## config.mk

```make
export PLATFORM = sky130hd
export DESIGN_NAME = fgmt_sched
export DESIGN_NICKNAME = d
export VERILOG_FILES = /design/src/rtl/fgmt_sched_pkg.sv /design/src/rtl/fgmt_thread_slot.sv /design/src/rtl/fgmt_rr_pick.sv /design/src/rtl/fgmt_sched.sv
export SDC_FILE = /design/constraint.sdc
export NUM_CORES = 1
export LEC_CHECK = 0
export ABC_AREA = 1
export ABC_CLOCK_PERIOD_IN_PS = 4100
export BUFFER_PORTS_ARGS = -buffer_cell sky130_fd_sc_hd__buf_2
export CORE_UTILIZATION = 52
export DETAILED_ROUTE_END_ITERATION = 6
export HOLD_SLACK_MARGIN = 0.08
export PLACE_DENSITY = 0.89
export SLEW_MARGIN = 20
export SYNTH_ARGS = -nofsm -noshare
export SYNTH_HDL_FRONTEND = slang
export SYNTH_SLANG_ARGS = --single-unit
```

## constraint.sdc

```tcl
create_clock -name clk_i -period 4.1 [get_ports clk_i]
set_input_delay 0.82 -clock clk_i [delete_from_list [all_inputs] [get_ports clk_i]]
set_output_delay 0.82 -clock clk_i [all_outputs]
set_load 0.02 [all_outputs]
```

## src/rtl/fgmt_sched_pkg.sv

```systemverilog
`timescale 1ns/1ps
package fgmt_sched_pkg;

  typedef enum logic [1:0] {
    TH_READY   = 2'd0,
    TH_NOREQ   = 2'd1,
    TH_PARKED  = 2'd2,
    TH_STALLED = 2'd3
  } th_state_e;

endpackage

```

## src/rtl/fgmt_thread_slot.sv

```systemverilog
`timescale 1ns/1ps
module fgmt_thread_slot
  import fgmt_sched_pkg::*;
(
  input  logic clk_i,
  input  logic rst_ni,
  input  logic req_i,
  input  logic park_i,
  input  logic stall_begin_i,
  input  logic stall_end_i,
  output logic eligible_o,
  output logic available_o
);

  logic      stalled_q;
  th_state_e state;

  // end pulse overrides begin pulse
  always_ff @(posedge clk_i or negedge rst_ni) begin
    if (!rst_ni)            stalled_q <= 1'b0;
    else if (stall_end_i)   stalled_q <= 1'b0;
    else if (stall_begin_i) stalled_q <= 1'b1;
  end

  always_comb begin
    if (park_i)         state = TH_PARKED;
    else if (stalled_q) state = TH_STALLED;
    else if (!req_i)    state = TH_NOREQ;
    else                state = TH_READY;
  end

  assign eligible_o  = (state == TH_READY);
  assign available_o = (state == TH_READY) || (state == TH_NOREQ);

  assert_stall_end_wins_R6: assert property (@(posedge clk_i) disable iff (!rst_ni)
    stall_end_i |=> !stalled_q);

  assert_stall_enters_R5: assert property (@(posedge clk_i) disable iff (!rst_ni)
    (stall_begin_i && !stall_end_i) |=> (stalled_q && !eligible_o));

  assert_stall_holds_R5: assert property (@(posedge clk_i) disable iff (!rst_ni)
    (stalled_q && !stall_end_i) |=> stalled_q);

endmodule

```

## src/rtl/fgmt_rr_pick.sv

```systemverilog
`timescale 1ns/1ps
module fgmt_rr_pick #(
  parameter int unsigned NUM_THREADS = 4,
  parameter int unsigned IDX_W       = 2
) (
  input  logic [NUM_THREADS-1:0] elig_i,
  input  logic [IDX_W-1:0]       start_i,
  output logic [NUM_THREADS-1:0] grant_o,
  output logic [IDX_W-1:0]       idx_o,
  output logic                   valid_o
);

  localparam int unsigned SUM_W = IDX_W + 1;

  always_comb begin
    logic [SUM_W-1:0] j;
    grant_o = '0;
    idx_o   = '0;
    valid_o = 1'b0;
    for (int k = 0; k < NUM_THREADS; k++) begin
      j = {1'b0, start_i} + SUM_W'(k);
      if (j >= SUM_W'(NUM_THREADS)) j = j - SUM_W'(NUM_THREADS);
      if (!valid_o && elig_i[j[IDX_W-1:0]]) begin
        valid_o                  = 1'b1;
        grant_o[j[IDX_W-1:0]]    = 1'b1;
        idx_o                    = j[IDX_W-1:0];
      end
    end
  end

endmodule

```

## src/rtl/fgmt_sched.sv

```systemverilog
`timescale 1ns/1ps
module fgmt_sched
  import fgmt_sched_pkg::*;
#(
  parameter  int unsigned NUM_THREADS = 4,
  localparam int unsigned IDX_W = (NUM_THREADS > 1) ? $clog2(NUM_THREADS) : 1
) (
  input  logic                   clk_i,
  input  logic                   rst_ni,
  input  logic [NUM_THREADS-1:0] req_i,
  input  logic [NUM_THREADS-1:0] park_i,
  input  logic [NUM_THREADS-1:0] stall_begin_i,
  input  logic [NUM_THREADS-1:0] stall_end_i,
  output logic [NUM_THREADS-1:0] grant_o,
  output logic [IDX_W-1:0]       grant_idx_o,
  output logic                   grant_valid_o,
  output logic                   core_idle_o
);

  localparam int unsigned CNT_W = $clog2(NUM_THREADS) + 1;

  logic [NUM_THREADS-1:0] elig;
  logic [NUM_THREADS-1:0] avail;
  logic [IDX_W-1:0]       ptr_q;
  logic                   started_q;

  for (genvar t = 0; t < NUM_THREADS; t++) begin : g_slot
    fgmt_thread_slot i_slot (
      .clk_i         (clk_i),
      .rst_ni        (rst_ni),
      .req_i         (req_i[t]),
      .park_i        (park_i[t]),
      .stall_begin_i (stall_begin_i[t]),
      .stall_end_i   (stall_end_i[t]),
      .eligible_o    (elig[t]),
      .available_o   (avail[t])
    );
  end

  fgmt_rr_pick #(
    .NUM_THREADS (NUM_THREADS),
    .IDX_W       (IDX_W)
  ) i_pick (
    .elig_i  (elig),
    .start_i (ptr_q),
    .grant_o (grant_o),
    .idx_o   (grant_idx_o),
    .valid_o (grant_valid_o)
  );

  assign core_idle_o = ~|avail;

  always_ff @(posedge clk_i or negedge rst_ni) begin
    if (!rst_ni) begin
      ptr_q <= '0;
    end else if (grant_valid_o) begin
      ptr_q <= (grant_idx_o == IDX_W'(NUM_THREADS - 1)) ? '0 : grant_idx_o + 1'b1;
    end
  end

  always_ff @(posedge clk_i or negedge rst_ni) begin
    if (!rst_ni) started_q <= 1'b0;
    else         started_q <= 1'b1;
  end

  // per-thread wait tracking, used by the fairness bound only
  for (genvar t = 0; t < NUM_THREADS; t++) begin : g_wait
    logic [CNT_W-1:0] wait_q;
    always_ff @(posedge clk_i or negedge rst_ni) begin
      if (!rst_ni)                  wait_q <= '0;
      else if (!elig[t] || grant_o[t]) wait_q <= '0;
      else if (wait_q != '1)        wait_q <= wait_q + 1'b1;
    end
    assert_wait_bound_R9: assert property (@(posedge clk_i) disable iff (!rst_ni)
      wait_q < CNT_W'(NUM_THREADS));
  end

  assert_grant_onehot_R1: assert property (@(posedge clk_i) disable iff (!rst_ni)
    $onehot0(grant_o) && (grant_valid_o == (grant_o != '0)));

  assert_grant_idx_R1: assert property (@(posedge clk_i) disable iff (!rst_ni)
    grant_valid_o |-> grant_o[grant_idx_o]);

  assert_grant_eligible_R2: assert property (@(posedge clk_i) disable iff (!rst_ni)
    (grant_o & (~req_i | park_i)) == '0);

  assert_parked_no_grant_R4: assert property (@(posedge clk_i) disable iff (!rst_ni)
    (grant_o & park_i) == '0);

  assert_rotate_R3: assert property (@(posedge clk_i) disable iff (!rst_ni)
    (started_q && $past(started_q) && $past(grant_valid_o) &&
     $countones($past(elig)) >= 2 && elig == $past(elig)) |-> grant_o != $past(grant_o));

  assert_idle_no_grant_R7: assert property (@(posedge clk_i) disable iff (!rst_ni)
    core_idle_o |-> !grant_valid_o);

  assert_ptr_hold_R10: assert property (@(posedge clk_i) disable iff (!rst_ni)
    (started_q && !grant_valid_o) |=> $stable(ptr_q));

endmodule

```

==> metrics.yaml, run 1 <==
yosys:
  synthCells: 107
  synth_top_cell_by_area: "dfrtp_1"
  synth-main-ff-cell: "dfrtp_1"
  synth_cell_types: 17
  ys_seq_elements: 6
  syn_avg_cell_area_sq_um: 6.78
  synth.most_common_cell: "nand2_1"
  synth_xor_area_share_pct: 0
  ys_top_cells_by_count: "nand2_1, nor2_1, nand3_1"
  synth.yosys.seq_area_share_pct: 20.7
  synthArstFlopShare_pct: 100
  synthesis.nets: 133
  yosysWarningCount: 0
  synthMuxAreaShare_pct: 0
  synth_edf_count: 0
  synth-compound-area-share_pct: 10.7
  synth_fa_ha_area_share_pct: 13.8
  synth_area_leaders: "dfrtp_1, ha_1, nand3_2"
  syn_area_sq_um: 726
  yosys.area_share.simple_pct: 48.3
  synth_top_area_share_pct: 20.7
  synth_top_family_by_area: "simple AND/OR/NAND/NOR gates"
global_route:
  grt.overflow.total: 0
  busiest_layer: "met2"
  grt_pass1_wl_mm: 2.79
  grt_usage_pct: 26.5
  grt_max_degree: 12
  met1_usage_pct: 29.3
  antenna_found_initial: 0
  grt_use_met3_pct: 5.11
  grtUsageMet2_pct: 47.9
  grt_pass1_vias: 698
clock_tree:
  cts_root_buf: "clkbuf_4"
  cts_resized: 0
  cts_tree: "yes"
  htree_levels: 1
  clk_latency_ps: 240
  cts_buffers: 3
  clkTransAtPathRegs_ps: 40
  clockBufferDepth: 2
  postCtsHoldBufs: 0
  cts.sinks: 6
  post-cts-setup-buffers: 0
power_and_ir_drop:
  ir_worst_vdd_uv: 363
  leakage_uw: 0.000489
  finalPower_uw: 795
  p_per_area_nw_per_um2: 891
route:
  ant_nets: 0
  drt_first_pass_iters: 4
  vias: 790
  detail_route.vias_per_cell: 5.27
  drt-total-wl_mm: 1.72
  drc: 0
  drt-initial-drc-count: 12
  avgRoutedWirePerCell_microns: 11.4
critical_path:
  startpoint: "ptr_q[1]$_DFFE_PN0P_"
  path_max_fanout: 10
  critical_path.startpoint_type: "flop"
  crit_type: "flop to output port"
  required_ps: 3280
  r2r-start: "ptr_q[1]$_DFFE_PN0P_"
  arrival_ps: 2410
  endpoint_kind: "output port"
final_layout:
  syn_to_final_growth_pct: 22.9
  stdcell_area_sq_um: 892
  drive_gt1_share_pct: 36.3
  antenna_cells: 0
  finalNetCount: 163
placed_design:
  place.port_buffers: 25
  post-place-ws_ps: 1120
  gp_congestion: 0.859
  placed_area_sq_um: 870
  dpl.hpwl_mm: 1.36
timing:
  finalClockSkew_ps: 0.222
  hold_ws_ps: 395
  setup_slack_ps: 870
  worstMarginPinSlew_ps: 384
  fin_tns_setup_ps: 0
  slew_headroom_pct: 74.4
  finalCriticalPeriod_ps: 3230
  clock.fmax_ghz: 0.310
  final_max_slew_viol_count: 0
  hold_viol_final: 0
  setup_viol: 0
  finalCritPeriodShare_pct: 78.8
  rsz0062_at_grt: "no"
die:
  io_pins: 26
  fp.dieArea_sq_um: 1550
  start_util_pct: 55.8
  rows: 13
  core_sq_um: 1300
  die_y_microns: 39.4
  die_w_microns: 39.4
status:
  outcome: "completed"
run:
  drv_cap: 0
min_path:
  hold_class: "input pin to asynchronous set/reset pin"
[layer usage]
metal	vias to the layer above	share of wire (%)
met3	0	4.3
li1	414	-
met2	24	54
met4	0	0
met5	-	0
met1	352	42
[worst max-delay path, stage by stage, from the launching register on]
cell     delay, ps
dfrtp_1        550
inv_1          210
ha_1           370
inv_1          150
nand3_2        120
nand2_2        100
nand3_2        110
inv_2          110
nand2_1         60
nand2_1         70
nand2_1         60
nand2_1         80
inv_1           40
buf_2          150
[where the power goes]
part | total [uW] | switching (uW) | internal, uW
Clock | 52.9 | 19.9 | 33.0
Sequential | 110 | 35.4 | 74.5
Combinational | 632 | 422 | 210
Total | 795 | 477 | 318
[per-stage QoR]
stage	util [%]	cells
after CTS	68.6	150
after detailed placement	66.8	147
after floorplan	-	107
final	68.6	150
after global placement	66.8	147
after global routing	68.6	150
[cell type report]
class                   count  area [sq um]
fillers                   111           409
multi-input cells          89           528
inverters                  12          47.5
well taps                  15          18.8
repair buffers             25           125
flip-flops and latches      6           150
clock buffers               3          22.5
[kinds of logic (layout without fill, tap and decap cells)]
kind of cell / Yosys count / after routing
AO/OA/AOI/OAI: 15 / 15
adder cells (fa/ha/maj): 8 / 8
buffers and inverters: 12 / 40
flip-flops: 6 / 6
AND/OR/NAND/NOR: 66 / 66
[final timing paths]
check | end | slack, ps | depth (start not counted)
max | grant_idx_o[1] | 870 | 13
min | ptr_q[1]$_DFFE_PN0P_ | 400 | 1
max reg2reg | ptr_q[1]$_DFFE_PN0P_ | 1890 | 12
min reg2reg | g_slot[0].i_slot.stalled_q$_DFFE_PN0P_ | 490 | 2
max in group asynchronous | g_slot[1].i_slot.stalled_q$_DFFE_PN0P_ | 3560 | 1
min in group clk_i | g_slot[0].i_slot.stalled_q$_DFFE_PN0P_ | 490 | 2
[cells in the final DEF (no fill, tap or decap), drive strengths merged]
master  Yosys  routed
nor2       16      16
nor4        1       1
buf         0      25
dfrtp       6       6
nand2      28      28
a21oi       6       6
o21ai       8       8
clkbuf      0       3
ha          8       8
nand3      20      20
nand4       1       1
o21a        1       1
inv        12      12
Power figures use the tool's default switching activity.
==> run 2: changes to the inputs <==
Settings changed: ABC_AREA 1 to 0, ABC_CLOCK_PERIOD_IN_PS 4100 to 3150, CORE_UTILIZATION 52 to 50, PLACE_DENSITY 0.89 to 0.84.
Clock period 4.1 ns to 3.15 ns, I/O delays scaled along.
==> run 2 against run 1 <==
Synthesized cell count is 18% lower; worst setup slack worse by 850 ps; flip-flop and latch count stayed put; area after synthesis is 14% higher; hold slack worse by 190 ps; via count is 7.1% higher; routed wire length is 22% higher; clock-buffer cell count stayed put; cell count is 8.7% lower; total power is 37% higher; sequential power hardly changed; critical endpoint is now grant_o[0].
==> metrics.yaml, run 2 <==
yosys:
  yosys.area_share.simple_pct: 23.6  # -25 points
  ys_seq_elements: 6  # unchanged
  synth_xor_area_share_pct: 2.11  # +2.1 points
  synth_top_area_share_pct: 18.1  # -2.6 points
  ys_top_cells_by_count: "nor2_1, ha_1, dfrtp_1"
  synth.yosys.seq_area_share_pct: 18.1  # -2.6 points
  synth_fa_ha_area_share_pct: 12.0  # -1.7 points
  syn_avg_cell_area_sq_um: 9.44  # +39%
  synthCells: 88  # -18%
  synth_top_cell_by_area: "dfrtp_1"
  syn_area_sq_um: 831  # +14%
  synthArstFlopShare_pct: 100  # unchanged
  yosysWarningCount: 0  # unchanged
  synth-main-ff-cell: "dfrtp_1"
  synth-compound-area-share_pct: 23.0  # +12 points
  synth_edf_count: 0  # unchanged
  synthesis.nets: 114  # -14%
  synth.most_common_cell: "nor2_1"
  synthMuxAreaShare_pct: 16.0  # +16 points
  synth_cell_types: 37  # +20
  synth_area_leaders: "dfrtp_1, mux4_2, ha_1"
  synth_top_family_by_area: "simple AND/OR/NAND/NOR gates"
global_route:
  grt_usage_pct: 22.1  # -4.4 points
  antenna_found_initial: 0  # unchanged
  grt_pass1_wl_mm: 3.11  # +11%
  grt_max_degree: 15  # +3
  grt.overflow.total: 0  # unchanged
  grt_pass1_vias: 760  # +8.9%
final_layout:
  seqCellArea_sq_um: 150  # unchanged
  mostFrequentLayoutCells: "buf_2, nor2_1, buf_4"
  syn_to_final_growth_pct: 32.1
  drive_gt1_share_pct: 44.6  # +8.3 points
  multi_input_area_sq_um: 658  # +25%
  n_fill_cell: 110  # -0.90%
  finalNonFillerCells: 137  # -8.7%
  final_util_pct: 72.0  # +3.4 points
  antenna_cells: 0  # unchanged
  finalNetCount: 149  # -8.6%
  final_common_cell: "buf_2"
timing:
  finalCritPeriodShare_pct: 99.3
  rsz0062_at_grt: "yes"
  finalCriticalPeriod_ps: 3130
  clock.fmax_ghz: 0.320
  worstMarginPinSlew_ps: 472  # +88.4 ps
  setup_viol: 0  # unchanged
  final_max_slew_viol_count: 0  # unchanged
  slew_headroom_pct: 68.2  # -6.2 points
  hold_viol_final: 0  # unchanged
  finalClockSkew_ps: 5.86  # +5.64 ps
placed_design:
  place.port_buffers: 25  # unchanged
  gp_congestion: 0.805  # -6.3%
  dpl.hpwl_mm: 1.53  # +12%
  placedCellCount: 128  # -13%
critical_path:
  slowest_stage: "mux4_2"
  reg2reg_to: "ptr_q[1]$_DFFE_PN0P_"
  reg2reg_slack_ps: 800  # -1090 ps
  crit_type: "input pin to output port"
  endpoint_kind: "output port"
  r2r-start: "g_slot[1].i_slot.stalled_q$_DFFE_PN0P_"
  crit_chain: "buf_8, or3b_4, mux4_2, nor3b_4, and2_4, a221o_1, buf_6"
  cpPeakStageDelay_ps: 510  # -40 ps
  ff2ff_path_depth: 6  # -6
  arrival_ps: 2500  # +90 ps
  path_max_fanout: 6  # -4
  required_ps: 2520  # -760 ps
  critical_path.startpoint_type: "input pin"
clock_tree:
  clockBufferDepth: 2  # unchanged
  clk_latency_ps: 240  # about the same
  cts_tree: "yes"
  clkTransAtPathRegs_ps: 50  # about the same
  htree_levels: 1  # unchanged
  cts_buffers: 3  # unchanged
  cts.sinks: 6  # unchanged
  cts_root_buf: "clkbuf_4"
route:
  avgRoutedWirePerCell_microns: 15.3  # +34%
  drc: 0  # unchanged
  drt-total-wl_mm: 2.10  # +22%
  detail_route.vias_per_cell: 6.18  # +17%
  drt-initial-drc-count: 35  # +23
  ant_nets: 0  # unchanged
  drt_first_pass_iters: 4  # unchanged
  vias: 846  # +7.1%
power_and_ir_drop:
  switching_share_pct: 49.5  # -11 points
  p_int_uw: 550  # +73%
  seq_power_share_pct: 10.0  # -3.8 points
  p_comb_share_pct: 83.8  # +4.3 points
  p_clk_share_pct: 6.2  # -0.5 points
  p_per_area_nw_per_um2: 991  # +11%
  ir_worst_vdd_uv: 564  # +55%
  p_sw_uw: 538  # +13%
  leakage_uw: 0.000503  # +3.0%
run:
  drv_cap: 0  # unchanged
die:
  core_sq_um: 1520  # +17%
  start_util_pct: 54.5  # -1.3 points
  io_pins: 26  # unchanged
  rows: 14  # +1
  die_w_microns: 42.8  # +8.7%
  fp.dieArea_sq_um: 1830  # +18%
  die_y_microns: 42.8  # +8.7%
min_path:
  hold_class: "input pin to asynchronous set/reset pin"
status:
  outcome: "completed"
run 2: power by group through the flow:
| stage | clock network (uW) | registers, uW | logic (uW) |
|---|---|---|---|
| after floorplan | 0 | 117 | 636 |
| after CTS | 70.3 | 108 | 835 |
| after global placement | 0 | 108 | 804 |
| after detailed placement | 0 | 109 | 833 |
| after global routing | 75.5 | 111 | 979 |
| final | 67.7 | 109 | 912 |
run 2: worst max-delay path by stage:
stage / endpoint / from
after CTS: grant_idx_o[1] / ptr_q[1]$_DFFE_PN0P_
final: grant_o[0] / park_i[0]
after floorplan: grant_idx_o[1] / ptr_q[1]$_DFFE_PN0P_
after global routing: grant_o[0] / park_i[0]
after detailed placement: grant_o[0] / park_i[1]
after global placement: grant_o[0] / park_i[1]
run 2: layer usage:
metal / vias to the layer above / GRT usage (%) / wire, microns
met5: - / 0 / 0
met4: 0 / 8.13 / 10
met3: 2 / 2.98 / 77
met2: 34 / 39.4 / 1130
met1: 407 / 26.5 / 877
li1: 403 / - / -
run 2: cell families after synthesis:
group,Yosys count
AND/OR/NAND/NOR,34
AO/OA/AOI/OAI,23
buffers and inverters,8
adder cells (fa/ha/maj),8
multiplexers,7
flip-flops,6
XOR/XNOR,2
run 2: final cells by class:
class / instances / area share, %
inverters: 3 / 1.03
multi-input cells: 74 / 60.0
flip-flops and latches: 6 / 13.7
repair buffers: 35 / 21.4
clock buffers: 3 / 2.05
well taps: 16 / 1.82
run 2: critical path: cells and delay by family:
| family | cells | cell delay, ps |
|---|---|---|
| AND/OR/NAND/NOR | 3 | 770 |
| AO/OA/AOI/OAI | 1 | 330 |
| multiplexers | 1 | 510 |
| buffers and inverters | 2 | 240 |
run 2: metrics by stage:
stage | instance area, sq um | setup WS (ps) | setup TNS, ps | total power, uW | hold slack, ps
after floorplan | 843 | 9.48 | 0 | 754 | 334
after global placement | 987 | 70.1 | 0 | 912 | 455
after detailed placement | 987 | 31.2 | 0 | 942 | 457
after CTS | 1010 | 21.6 | 0 | 1010 | 201
after global routing | 1100 | -23.7 | -23.7 | 1170 | 201
final | 1100 | 21.2 | 0 | 1090 | 205
run 2: what timing repair did:
item                       in CTS  in global routing
hold buffers                    0                  0
gates resized for setup         0                 11
setup buffers                   0                  6
setup endpoints to repair       0                  5
